===== src/rtl/sdc_pkg.sv =====
package sdc_pkg;
    typedef enum logic [2:0] {
        ST_IDLE,
        ST_LATCH,
        ST_CRC,
        ST_CMD,
        ST_RESP,
        ST_TOKEN,
        ST_DATA,
        ST_TAIL
    } sdc_state_t;

    localparam logic [5:0] IDX_READ_BLOCK = 6'd17;
    localparam logic [7:0] DATA_TOKEN     = 8'hFE;

    localparam logic [2:0] A_ARG0   = 3'd0;
    localparam logic [2:0] A_ARG1   = 3'd1;
    localparam logic [2:0] A_ARG2   = 3'd2;
    localparam logic [2:0] A_ARG3   = 3'd3;
    localparam logic [2:0] A_CMD    = 3'd4;
    localparam logic [2:0] A_BUF    = 3'd5;
    localparam logic [2:0] A_RESP   = 3'd6;
    localparam logic [2:0] A_INDEX  = 3'd7;
endpackage


===== src/rtl/sdc_crc7.sv =====
module sdc_crc7 (
    input  logic        clk,
    input  logic        rst_n,
    input  logic        load,
    input  logic [39:0] msg,
    output logic [6:0]  crc,
    output logic        valid
);
    logic [39:0] sh_q;
    logic [6:0]  crc_q;
    logic [5:0]  cnt_q;
    logic        valid_q;
    logic        fb;

    assign fb = crc_q[6] ^ sh_q[39];

    always_ff @(posedge clk) begin
        if (!rst_n) begin
            sh_q    <= '0;
            crc_q   <= '0;
            cnt_q   <= '0;
            valid_q <= 1'b0;
        end else if (load) begin
            sh_q    <= msg;
            crc_q   <= '0;
            cnt_q   <= 6'd40;
            valid_q <= 1'b0;
        end else if (cnt_q != 6'd0) begin
            crc_q <= {crc_q[5:0], 1'b0} ^ (fb ? 7'h09 : 7'h00);
            sh_q  <= {sh_q[38:0], 1'b0};
            cnt_q <= cnt_q - 6'd1;
            if (cnt_q == 6'd1) valid_q <= 1'b1;
        end
    end

    assign crc   = crc_q;
    assign valid = valid_q;


    crc_load_clear_chk: assert property (@(posedge clk) disable iff (!rst_n)
        load |=> !valid_q);


    crc_hold_chk: assert property (@(posedge clk) disable iff (!rst_n)
        (valid_q && !load) |=> (valid_q && $stable(crc_q)));
endmodule


===== src/rtl/sdc_spi_byte.sv =====
module sdc_spi_byte #(
    parameter int HALF = 4
) (
    input  logic       clk,
    input  logic       rst_n,
    input  logic       start,
    input  logic [7:0] tx,
    input  logic       miso,
    output logic       busy,
    output logic       done,
    output logic [7:0] rx,
    output logic       sclk,
    output logic       mosi
);
    localparam int DW = (HALF > 1) ? $clog2(HALF) : 1;
    localparam logic [DW-1:0] DIV_LAST = DW'(HALF - 1);

    logic          active_q, sclk_q, mosi_q, done_q;
    logic [2:0]    bit_q;
    logic [7:0]    tx_sh, rx_sh;
    logic [DW-1:0] div_q;

    always_ff @(posedge clk) begin
        if (!rst_n) begin
            active_q <= 1'b0;
            sclk_q   <= 1'b0;
            mosi_q   <= 1'b1;
            done_q   <= 1'b0;
            bit_q    <= '0;
            tx_sh    <= '0;
            rx_sh    <= '0;
            div_q    <= '0;
        end else begin
            done_q <= 1'b0;
            if (start && !active_q) begin
                active_q <= 1'b1;
                tx_sh    <= tx;
                mosi_q   <= tx[7];
                bit_q    <= 3'd7;
                div_q    <= '0;
            end else if (active_q) begin
                if (div_q == DIV_LAST) begin
                    div_q <= '0;
                    if (!sclk_q) begin
                        sclk_q <= 1'b1;
                        rx_sh  <= {rx_sh[6:0], miso};
                    end else begin
                        sclk_q <= 1'b0;
                        if (bit_q == 3'd0) begin
                            active_q <= 1'b0;
                            done_q   <= 1'b1;
                            mosi_q   <= 1'b1;
                        end else begin
                            bit_q  <= bit_q - 3'd1;
                            tx_sh  <= {tx_sh[6:0], 1'b0};
                            mosi_q <= tx_sh[6];
                        end
                    end
                end else begin
                    div_q <= div_q + 1'b1;
                end
            end
        end
    end

    assign busy = active_q;
    assign done = done_q;
    assign rx   = rx_sh;
    assign sclk = sclk_q;
    assign mosi = mosi_q;


    mosi_stable_chk: assert property (@(posedge clk) disable iff (!rst_n)
        $rose(sclk_q) |-> $stable(mosi_q));


    start_busy_chk: assert property (@(posedge clk) disable iff (!rst_n)
        (start && !active_q) |=> active_q);
endmodule


===== src/rtl/sdc_rxbuf.sv =====
module sdc_rxbuf #(
    parameter int DEPTH = 512,
    parameter int AW    = 9
) (
    input  logic          clk,
    input  logic          we,
    input  logic [AW-1:0] waddr,
    input  logic [7:0]    wdata,
    input  logic [AW-1:0] raddr,
    output logic [7:0]    rdata
);
    logic [7:0] mem [DEPTH];

    always_ff @(posedge clk) begin
        if (we) mem[waddr] <= wdata;
    end

    assign rdata = mem[raddr];
endmodule


===== src/rtl/sdc_cmd_ctrl.sv =====
module sdc_cmd_ctrl
    import sdc_pkg::*;
#(
    parameter int HALF        = 4,
    parameter int BLK_BYTES   = 512,
    parameter int RESP_LIMIT  = 16,
    parameter int TOKEN_LIMIT = 4096
) (
    input  logic       clk,
    input  logic       rst_n,
    input  logic       bus_wr,
    input  logic       bus_rd,
    input  logic [2:0] bus_addr,
    input  logic [7:0] bus_wdata,
    output logic [7:0] bus_rdata,
    output logic       sd_sclk,
    output logic       sd_mosi,
    input  logic       sd_miso,
    output logic       sd_cs_n
);
    localparam int M1   = (BLK_BYTES + 2 > RESP_LIMIT) ? BLK_BYTES + 2 : RESP_LIMIT;
    localparam int MAXC = (M1 > TOKEN_LIMIT) ? M1 : TOKEN_LIMIT;
    localparam int CW   = $clog2(MAXC + 1);
    localparam int AW   = $clog2(BLK_BYTES);
    localparam logic [CW-1:0] CMD_LAST  = CW'(5);
    localparam logic [CW-1:0] RESP_LAST = CW'(RESP_LIMIT - 1);
    localparam logic [CW-1:0] TOK_LAST  = CW'(TOKEN_LIMIT - 1);
    localparam logic [CW-1:0] DATA_LAST = CW'(BLK_BYTES + 1);
    localparam logic [CW-1:0] BLK_CNT   = CW'(BLK_BYTES);
    localparam logic [AW-1:0] PTR_LAST  = AW'(BLK_BYTES - 1);

    sdc_state_t    state_q, state_d;
    logic [5:0]    cmd_q;
    logic [31:0]   arg_q;
    logic [47:0]   frame_q;
    logic [CW-1:0] cnt_q;
    logic [7:0]    r1_q, rdata_q;
    logic          flag_q;
    logic [AW-1:0] rd_ptr_q;

    logic          busy, acc_wr, is_read, finish;
    logic          cs_n_c, crc_load, xfer;
    logic [7:0]    eng_tx, eng_rx, buf_rdata;
    logic          eng_start, eng_busy, eng_done;
    logic [6:0]    crc_val;
    logic          crc_valid, buf_we;

    assign busy    = (state_q != ST_IDLE);
    assign acc_wr  = bus_wr && !busy;
    assign is_read = (cmd_q == IDX_READ_BLOCK);
    assign finish  = (state_q == ST_TAIL) && eng_done;

    sdc_crc7 u_crc (
        .clk(clk), .rst_n(rst_n), .load(crc_load),
        .msg({2'b01, cmd_q, arg_q}), .crc(crc_val), .valid(crc_valid)
    );

    sdc_spi_byte #(.HALF(HALF)) u_eng (
        .clk(clk), .rst_n(rst_n), .start(eng_start), .tx(eng_tx), .miso(sd_miso),
        .busy(eng_busy), .done(eng_done), .rx(eng_rx), .sclk(sd_sclk), .mosi(sd_mosi)
    );

    sdc_rxbuf #(.DEPTH(BLK_BYTES), .AW(AW)) u_buf (
        .clk(clk), .we(buf_we), .waddr(cnt_q[AW-1:0]), .wdata(eng_rx),
        .raddr(rd_ptr_q), .rdata(buf_rdata)
    );

    assign eng_start = xfer && !eng_busy && !eng_done;
    assign buf_we    = (state_q == ST_DATA) && eng_done && (cnt_q < BLK_CNT);

    // state register
    always_ff @(posedge clk) begin
        if (!rst_n) state_q <= ST_IDLE;
        else        state_q <= state_d;
    end

    // next state
    always_comb begin
        state_d = state_q;
        unique case (state_q)
            ST_IDLE:  if (acc_wr && bus_addr == A_CMD) state_d = ST_LATCH;
            ST_LATCH: state_d = ST_CRC;
            ST_CRC:   if (crc_valid) state_d = ST_CMD;
            ST_CMD:   if (eng_done && cnt_q == CMD_LAST) state_d = ST_RESP;
            ST_RESP:
                if (eng_done) begin
                    if (!eng_rx[7])
                        state_d = (is_read && eng_rx == 8'h00) ? ST_TOKEN : ST_TAIL;
                    else if (cnt_q == RESP_LAST)
                        state_d = ST_TAIL;
                end
            ST_TOKEN:
                if (eng_done) begin
                    if (eng_rx == DATA_TOKEN)   state_d = ST_DATA;
                    else if (cnt_q == TOK_LAST) state_d = ST_TAIL;
                end
            ST_DATA:  if (eng_done && cnt_q == DATA_LAST) state_d = ST_TAIL;
            ST_TAIL:  if (eng_done) state_d = ST_IDLE;
            default:  state_d = ST_IDLE;
        endcase
    end

    // outputs decoded from state
    always_comb begin
        cs_n_c   = 1'b1;
        crc_load = 1'b0;
        xfer     = 1'b0;
        eng_tx   = 8'hFF;
        unique case (state_q)
            ST_IDLE, ST_CRC: ;
            ST_LATCH: crc_load = 1'b1;
            ST_CMD: begin
                cs_n_c = 1'b0;
                xfer   = 1'b1;
                eng_tx = frame_q[47:40];
            end
            ST_RESP, ST_TOKEN, ST_DATA: begin
                cs_n_c = 1'b0;
                xfer   = 1'b1;
            end
            ST_TAIL:  xfer = 1'b1;
            default: ;
        endcase
    end

    assign sd_cs_n   = cs_n_c;
    assign bus_rdata = rdata_q;

    // datapath
    always_ff @(posedge clk) begin
        if (!rst_n) begin
            cmd_q    <= '0;
            arg_q    <= '0;
            frame_q  <= '0;
            cnt_q    <= '0;
            r1_q     <= '0;
            flag_q   <= 1'b0;
            rd_ptr_q <= '0;
            rdata_q  <= '0;
        end else begin
            if (acc_wr) begin
                case (bus_addr)
                    A_ARG0:  arg_q[7:0]   <= bus_wdata;
                    A_ARG1:  arg_q[15:8]  <= bus_wdata;
                    A_ARG2:  arg_q[23:16] <= bus_wdata;
                    A_ARG3:  arg_q[31:24] <= bus_wdata;
                    A_CMD:   cmd_q        <= bus_wdata[5:0];
                    default: ;
                endcase
            end

            if (state_d != state_q) cnt_q <= '0;
            else if (eng_done)      cnt_q <= cnt_q + 1'b1;

            if (state_q == ST_CRC && crc_valid)
                frame_q <= {2'b01, cmd_q, arg_q, crc_val, 1'b1};
            else if (state_q == ST_CMD && eng_done)
                frame_q <= {frame_q[39:0], 8'hFF};

            if (state_q == ST_RESP && eng_done) begin
                if (!eng_rx[7])              r1_q <= eng_rx;
                else if (cnt_q == RESP_LAST) r1_q <= 8'hFF;
            end

            if (finish)      flag_q <= 1'b1;
            else if (bus_rd) flag_q <= 1'b0;

            if (state_q == ST_TOKEN && eng_done && eng_rx == DATA_TOKEN)
                rd_ptr_q <= '0;
            else if (bus_rd && bus_addr == A_BUF)
                rd_ptr_q <= (rd_ptr_q == PTR_LAST) ? '0 : rd_ptr_q + 1'b1;

            if (bus_rd) begin
                case (bus_addr)
                    A_ARG0:  rdata_q <= arg_q[7:0];
                    A_ARG1:  rdata_q <= arg_q[15:8];
                    A_ARG2:  rdata_q <= arg_q[23:16];
                    A_ARG3:  rdata_q <= arg_q[31:24];
                    A_CMD:   rdata_q <= {busy, 6'b0, flag_q};
                    A_BUF:   rdata_q <= buf_rdata;
                    A_RESP:  rdata_q <= r1_q;
                    default: rdata_q <= {2'b00, cmd_q};
                endcase
            end
        end
    end


    trigger_crc_chk: assert property (@(posedge clk) disable iff (!rst_n)
        (bus_wr && bus_addr == A_CMD && state_q == ST_IDLE) |=> (crc_load ##1 !crc_valid));


    busy_write_chk: assert property (@(posedge clk) disable iff (!rst_n)
        (busy && bus_wr) |=> ($stable(arg_q) && $stable(cmd_q)));


    flag_clear_chk: assert property (@(posedge clk) disable iff (!rst_n)
        (bus_rd && !finish) |=> !flag_q);


    cs_release_chk: assert property (@(posedge clk) disable iff (!rst_n)
        $rose(sd_cs_n) |-> !eng_busy);
endmodule


===== config.mk =====
export PLATFORM = sky130hd
export DESIGN_NAME = sdc_cmd_ctrl
export DESIGN_NICKNAME = d
export VERILOG_FILES = /design/src/rtl/sdc_pkg.sv /design/src/rtl/sdc_crc7.sv /design/src/rtl/sdc_spi_byte.sv /design/src/rtl/sdc_rxbuf.sv /design/src/rtl/sdc_cmd_ctrl.sv
export SDC_FILE = /design/constraint.sdc
export NUM_CORES = 2
export LEC_CHECK = 0
export BUFFER_PORTS_ARGS = -buffer_cell sky130_fd_sc_hd__buf_2
export CORE_MARGIN = 2
export CORE_UTILIZATION = 45
export CTS_CLUSTER_SIZE = 28
export DETAILED_ROUTE_END_ITERATION = 8
export GPL_TIMING_DRIVEN = 1
export PLACE_DENSITY = 0.72
export SETUP_SLACK_MARGIN = 0.5
export SYNTH_ARGS = -nofsm -noshare
export SYNTH_HDL_FRONTEND = slang
export SYNTH_HIERARCHICAL = 1
export SYNTH_SLANG_ARGS = --single-unit

===== constraint.sdc =====
create_clock -name clk -period 8.2 [get_ports clk]
set_clock_uncertainty 0.05 [all_clocks]
set_input_delay 0.82 -clock clk [delete_from_list [all_inputs] [get_ports clk]]
set_output_delay 0.82 -clock clk [all_outputs]
set_load 0.02 [all_outputs]

Yosys cells after proc, flatten, opt, wreduce, memory -nomap -nowiden
Memories as Yosys holds them, arrays and structs flattened. A register that Yosys moved wholly into a read port is not among the register bits.
Cells that the tools add are included.
{"block": "word_totals", "ramBits": 4096, "regBits": 206, "elab_cells": 174, "output_inout_bits": 11, "in_bits": 16, "memories": 1}
{"block": "classes", "n_reduce_logical": 51, "n_mux": 57, "n_bitwise": 7, "add_sub_neg": 5, "magnitude_cmp": 1, "eq_ne": 25}
{"name": "u_buf.mem", "words": 512, "word_bits": 8, "read_ports": 1, "rd_ports_with_merged_regs": 1, "wr": 1, "line": "sdc_rxbuf.sv:12", "source": "logic [7:0] mem [DEPTH];"}
{"op": "2-to-1 mux 47 bit", "count": 2}
{"op": "2-to-1 mux 39 bit", "count": 2}
{"op": "case mux 8 bit (7 select lines)", "count": 1}
{"op": "2-to-1 mux 3 bit", "count": 16}
{"op": "2-to-1 mux 7 bit", "count": 5}
{"op": "2-to-1 mux 9 bit", "count": 3}
{"op": "2-to-1 mux 8 bit", "count": 3}
{"op": "case mux 3 bit (8 select lines)", "count": 1}
{"op": "equality test 3 bit, second input constant", "count": 7}
{"op": "2-to-1 mux 1 bit", "count": 19}
{"op": "logical AND 1 bit", "count": 17}
{"op": "AND reduction 2 bit", "count": 7}
{"op": "adder 13 x 1 -> 13 bit, second input constant", "count": 1}
{"op": "equality test 13 x 10 -> 1 bit, second input constant", "count": 1}
{"op": "equality test 13 x 12 -> 1 bit, second input constant", "count": 1}
{"op": "equality test 13 x 3 -> 1 bit, second input constant", "count": 1}
{"op": "equality test 13 x 4 -> 1 bit, second input constant", "count": 1}
{"op": "less-than comparator 13 x 10 -> 1 bit, second input constant", "count": 1}
{"op": "equality test 3 x 2 -> 1 bit, second input constant", "count": 4}
{"op": "2-to-1 mux 6 bit", "count": 2}
{"op": "nonzero test 2 bit", "count": 6}
{"op": "OR reduction 2 bit", "count": 5}
{"op": "OR reduction 5 bit", "count": 2}
{"op": "adder 9 x 1 -> 9 bit, second input constant", "count": 1}
{"op": "25 further kinds", "count": 37}

Longest topological paths before layout
{"block": "depth", "ltp_word": 8, "depth_mapped": 17, "mapped_depth_nobuf": 12}

Cells and area by module
Netlist, hierarchy kept.
{"module": "sdc_rxbuf", "area_each_um2": 159767.0, "cells_per_inst": 8022, "n_inst": 1, "seq_area_each_um2": 122998.0}
{"module": "sdc_cmd_ctrl", "area_each_um2": 5896.9, "cells_per_inst": 694, "n_inst": 1, "seq_area_each_um2": 2562.5}
{"module": "sdc_crc7", "area_each_um2": 2451.1, "cells_per_inst": 302, "n_inst": 1, "seq_area_each_um2": 1081.0}
{"module": "sdc_spi_byte", "area_each_um2": 1064.8, "cells_per_inst": 102, "n_inst": 1, "seq_area_each_um2": 480.5}

Worst setup path before layout
Ideal clock, no wire load.
{"block": "synth_timing", "path_kind": "reg-to-reg", "startpoint": "register u_eng.rx_sh[7] (netlist: u_eng/rx[7])", "endpoint": "register cnt_q[10] (netlist name)", "path_slack_ps": -790, "stages_incl_launch_ff": 7, "synth_period_minus_slack_ps": 8990, "path_buffers": 2, "arrival_time_ps": 8808, "t_required_ps": 8018, "path_cell_list": "dfxtp_1 > clkbuf_1 > nand4_1 > or4b_2 > a31oi_1 > clkbuf_1 > nor3_1"}
{"item": "from (decl)", "line": "sdc_spi_byte.sv:20", "source": "logic [7:0] tx_sh, rx_sh;"}
{"item": "from (signal assigned)", "line": "sdc_spi_byte.sv:46", "source": "rx_sh <= {rx_sh[6:0], miso};"}

==> impl_metrics.json <==
{
  "cts_tree": "done",
  "antenna_found_initial": 18,
  "dp_slack_ns": 2.42,
  "period_minus_slack_ns": 5.78,
  "setup_ws_ns": 2.42,
  "yosysTopAreaCell": "edfxtp_1",
  "setup_tns_ns": 0,
  "avgSynthCellArea_um2": 18.6,
  "slowest_delay_ns": 1.03,
  "startpoint_type": "register",
  "place_area_mm2": 0.174,
  "grt_overflow": 0,
  "tightestPinTransition_ns": 1.37,
  "yosys.area_share.simple": 0.0358,
  "core_mm2": 0.375,
  "cts_num_sinks": 4302,
  "synth_area_leaders": "edfxtp_1, mux4_2, mux2i_1",
  "rsz0062_at_grt": "no",
  "cts_hold_buf": 0,
  "drt-initial-drc-count": 12500,
  "fmax_ghz": 0.173,
  "cap_viol_max_count": 0,
  "clkTransAtPathRegs_ns": 0.06,
  "crit_path_max_fanout": 62,
  "viasPerCell": 6.31,
  "irDropWorstVdd_mv": 0.188,
  "numCtsBuffers": 420,
  "synth_top_family_by_area": "multiplexers",
  "place_hpwl_mm": 252,
  "grt_max_degree": 183,
  "synth-xor-area-share": 0.00123,
  "ctsResizeCount": 0,
  "syn_to_final_growth_pct": 11.2,
  "end_kind": "register",
  "port_buffers": 26,
  "die_w_um": 617,
  "fp.dieH_um": 617,
  "status": "finished clean",
  "synth_compound_area_frac": 0.0526,
  "synthAdderAreaFrac": 0.000740,
  "drt-wirelength-per-cell_um": 29.4,
  "critPathLaunch": "rd_ptr_q[0]",
  "hold_path_startpoint": "bus_wdata[7]",
  "ys.flop_type": "edfxtp_1",
  "num_vias": 91400,
  "path_common_cell": "mux4_2",
  "critPathKind": "register to register",
  "syn_area_mm2": 0.169,
  "cellLeakagePower_nw": 56.0,
  "arrival_ns": 6.51,
  "clockRootBuffer": "clkbuf_16",
  "synth_top_cell_area_share": 0.727,
  "max_slew_margin": 0.0771,
  "clk_path_buf_depth": 4,
  "cts_setup_buffers": 0,
  "row_count": 225,
  "hp-class": "primary input to register",
  "yosys_register_bits": 4302,
  "fin_crit_sh": 0.705,
  "critPathTopFamily": "multiplexers",
  "powerDensity_mw_per_mm2": 234,
  "start_util": 0.451,
  "synth_mux_area_frac": 0.138,
  "ys_seq_area_frac": 0.751,
  "path_cells": "buf_12 -> buf_12 -> mux4_2 -> mux4_2 -> nor4_1 -> nor4_2 -> o2111a_1 -> mux4_2 -> nand2b_1 -> o211ai_1 -> a21oi_1",
  "num_io_pins": 27,
  "layout-drive-gt1-share": 0.165,
  "wl_mm": 427,
  "required_ns": 8.93,
  "netlist_top_cells_count": "edfxtp_1, mux2i_1, nor2_1",
  "final-setup-viol-count": 0,
  "synth_edf_count": 4096,
  "yosys_warnings": 6,
  "crit_slowest_cell": "nor4_1",
  "drtAntennaViolNets": 0,
  "final_net_count": 9145,
  "synth_most_common_cell": "edfxtp_1",
  "path_buf_inv": 2,
  "grt_pass1_wl_mm": 622,
  "h-tree-depth": 5,
  "gp_congestion": 0.889,
  "r2r-start": "rd_ptr_q[0]",
  "syn_nets": 9146,
  "async_reset_ff_frac": 0,
  "report.final.slew_viol_count": 0,
  "first_global_vias": 89500,
  "gr-usage-all-layers": 0.219,
  "clk_latency_ns": 0.99,
  "stdcell_area_mm2": 0.188,
  "syn_inst": 9120,
  "hold_viol_final": 0,
  "drc": 0,
  "synth.distinct_cells": 88,
  "dr.pass1.iters": 8,
  "die_area_mm2": 0.381
}
-- per-stage QoR --
step           utilization  hold slack, ns  std cells  total power (W)
2_1_floorplan            -           0.376       9120           0.0250
3_3_place_gp         0.464           0.393      13700           0.0251
3_5_place_dp         0.464           0.405      13700           0.0251
4_1_cts              0.501          0.0833      14500           0.0443
5_1_grt              0.502           0.126      14500           0.0452
6_report             0.502           0.147      14500           0.0441
-- flip-flops by register name, indices dropped and copies added (netlist names), 2 cells and up --
register / flops
frame_q: 48
state_q: 3
cmd_q: 6
u_crc/sh_q: 40
arg_q: 32
r1_q: 8
u_eng/div_q: 2
u_eng/bit_q: 3
u_eng/tx_sh: 7
bus_rdata: 8
u_eng/rx: 8
rd_ptr_q: 9
cnt_q: 13
u_crc/crc: 7
u_crc/cnt_q: 6
u_buf/mem: 4096
-- final cells by class --
cell class | instances | area (µm²)
fill | 29200 | 187000
sequential | 4302 | 127000
multi-input combinational | 4191 | 38900
clock buffer | 515 | 11100
tap | 4994 | 6250
clock inverter | 275 | 2870
timing repair buffer | 187 | 1710
inverter | 17 | 71.3
antenna | 11 | 27.5
-- worst register-to-register path: stages, from the launching register on --
cell      delay, ns
dfxtp_4        0.74
buf_12         0.46
buf_12         0.48
mux4_2         0.66
mux4_2         0.57
nor4_1         1.03
nor4_2         0.31
o2111a_1       0.39
mux4_2         0.51
nand2b_1       0.16
o211ai_1       0.14
a21oi_1        0.09
-- path summary, 6_finish.rpt --
kind,to,slack [ns],cells after the start
max reg2reg,bus_rdata[5],2.42,11
max,bus_rdata[5],2.42,11
min reg2reg,frame_q[47],0.41,2
min,arg_q[31],0.15,3
-- cells by family after synthesis --
logic type / Yosys count
adders and majority gates: 10
DFF: 4302
and+or+nand+nor: 1361
AOI/OAI and AO/OA: 1290
buffers and inverters: 627
xor gates and xnor gates: 22
other: 2
muxes: 1506
-- power by group --
group          internal [W]  switching (W)
clock network        0.0111        0.00826
logic              0.000343       0.000583
registers            0.0237      0.0000497
total                0.0352        0.00889
-- cells in the final DEF, fill, tap and decap left out, types with 13 or more instances in the layout --
master / count
o221ai_1: 372
edfxtp_1: 4096
nand2b_1: 16
nor2b_1: 20
buf_12: 30
buf_2: 26
nand2_1: 176
a22oi_1: 67
a211oi_1: 24
o22ai_1: 170
a311oi_1: 40
nor4_1: 36
inv_1: 14
buf_4: 130
clkinv_2: 85
nor2_1: 718
clkbuf_16: 426
nand3_1: 100
dfxtp_1: 192
clkinv_1: 88
o31ai_1: 14
a21oi_1: 259
clkinvlp_4: 25
clkbuf_1: 78
nor3_1: 131
o21ai_0: 211
and2_1: 21
bufinv_16: 47
mux4_2: 660
mux2i_1: 841
nand2_4: 13
a31oi_1: 47
nand4_1: 42
-- metal layers --
metal  part of all wire  global-route usage  vias up
li1                   -                   -    37400
met1               0.38               0.304    47400
met2               0.47               0.341     5710
met3               0.12              0.0525      842
met4              0.037              0.0757       10
met5            0.00016                   0        -
No activity file was read; power rests on OpenSTA's default activity.
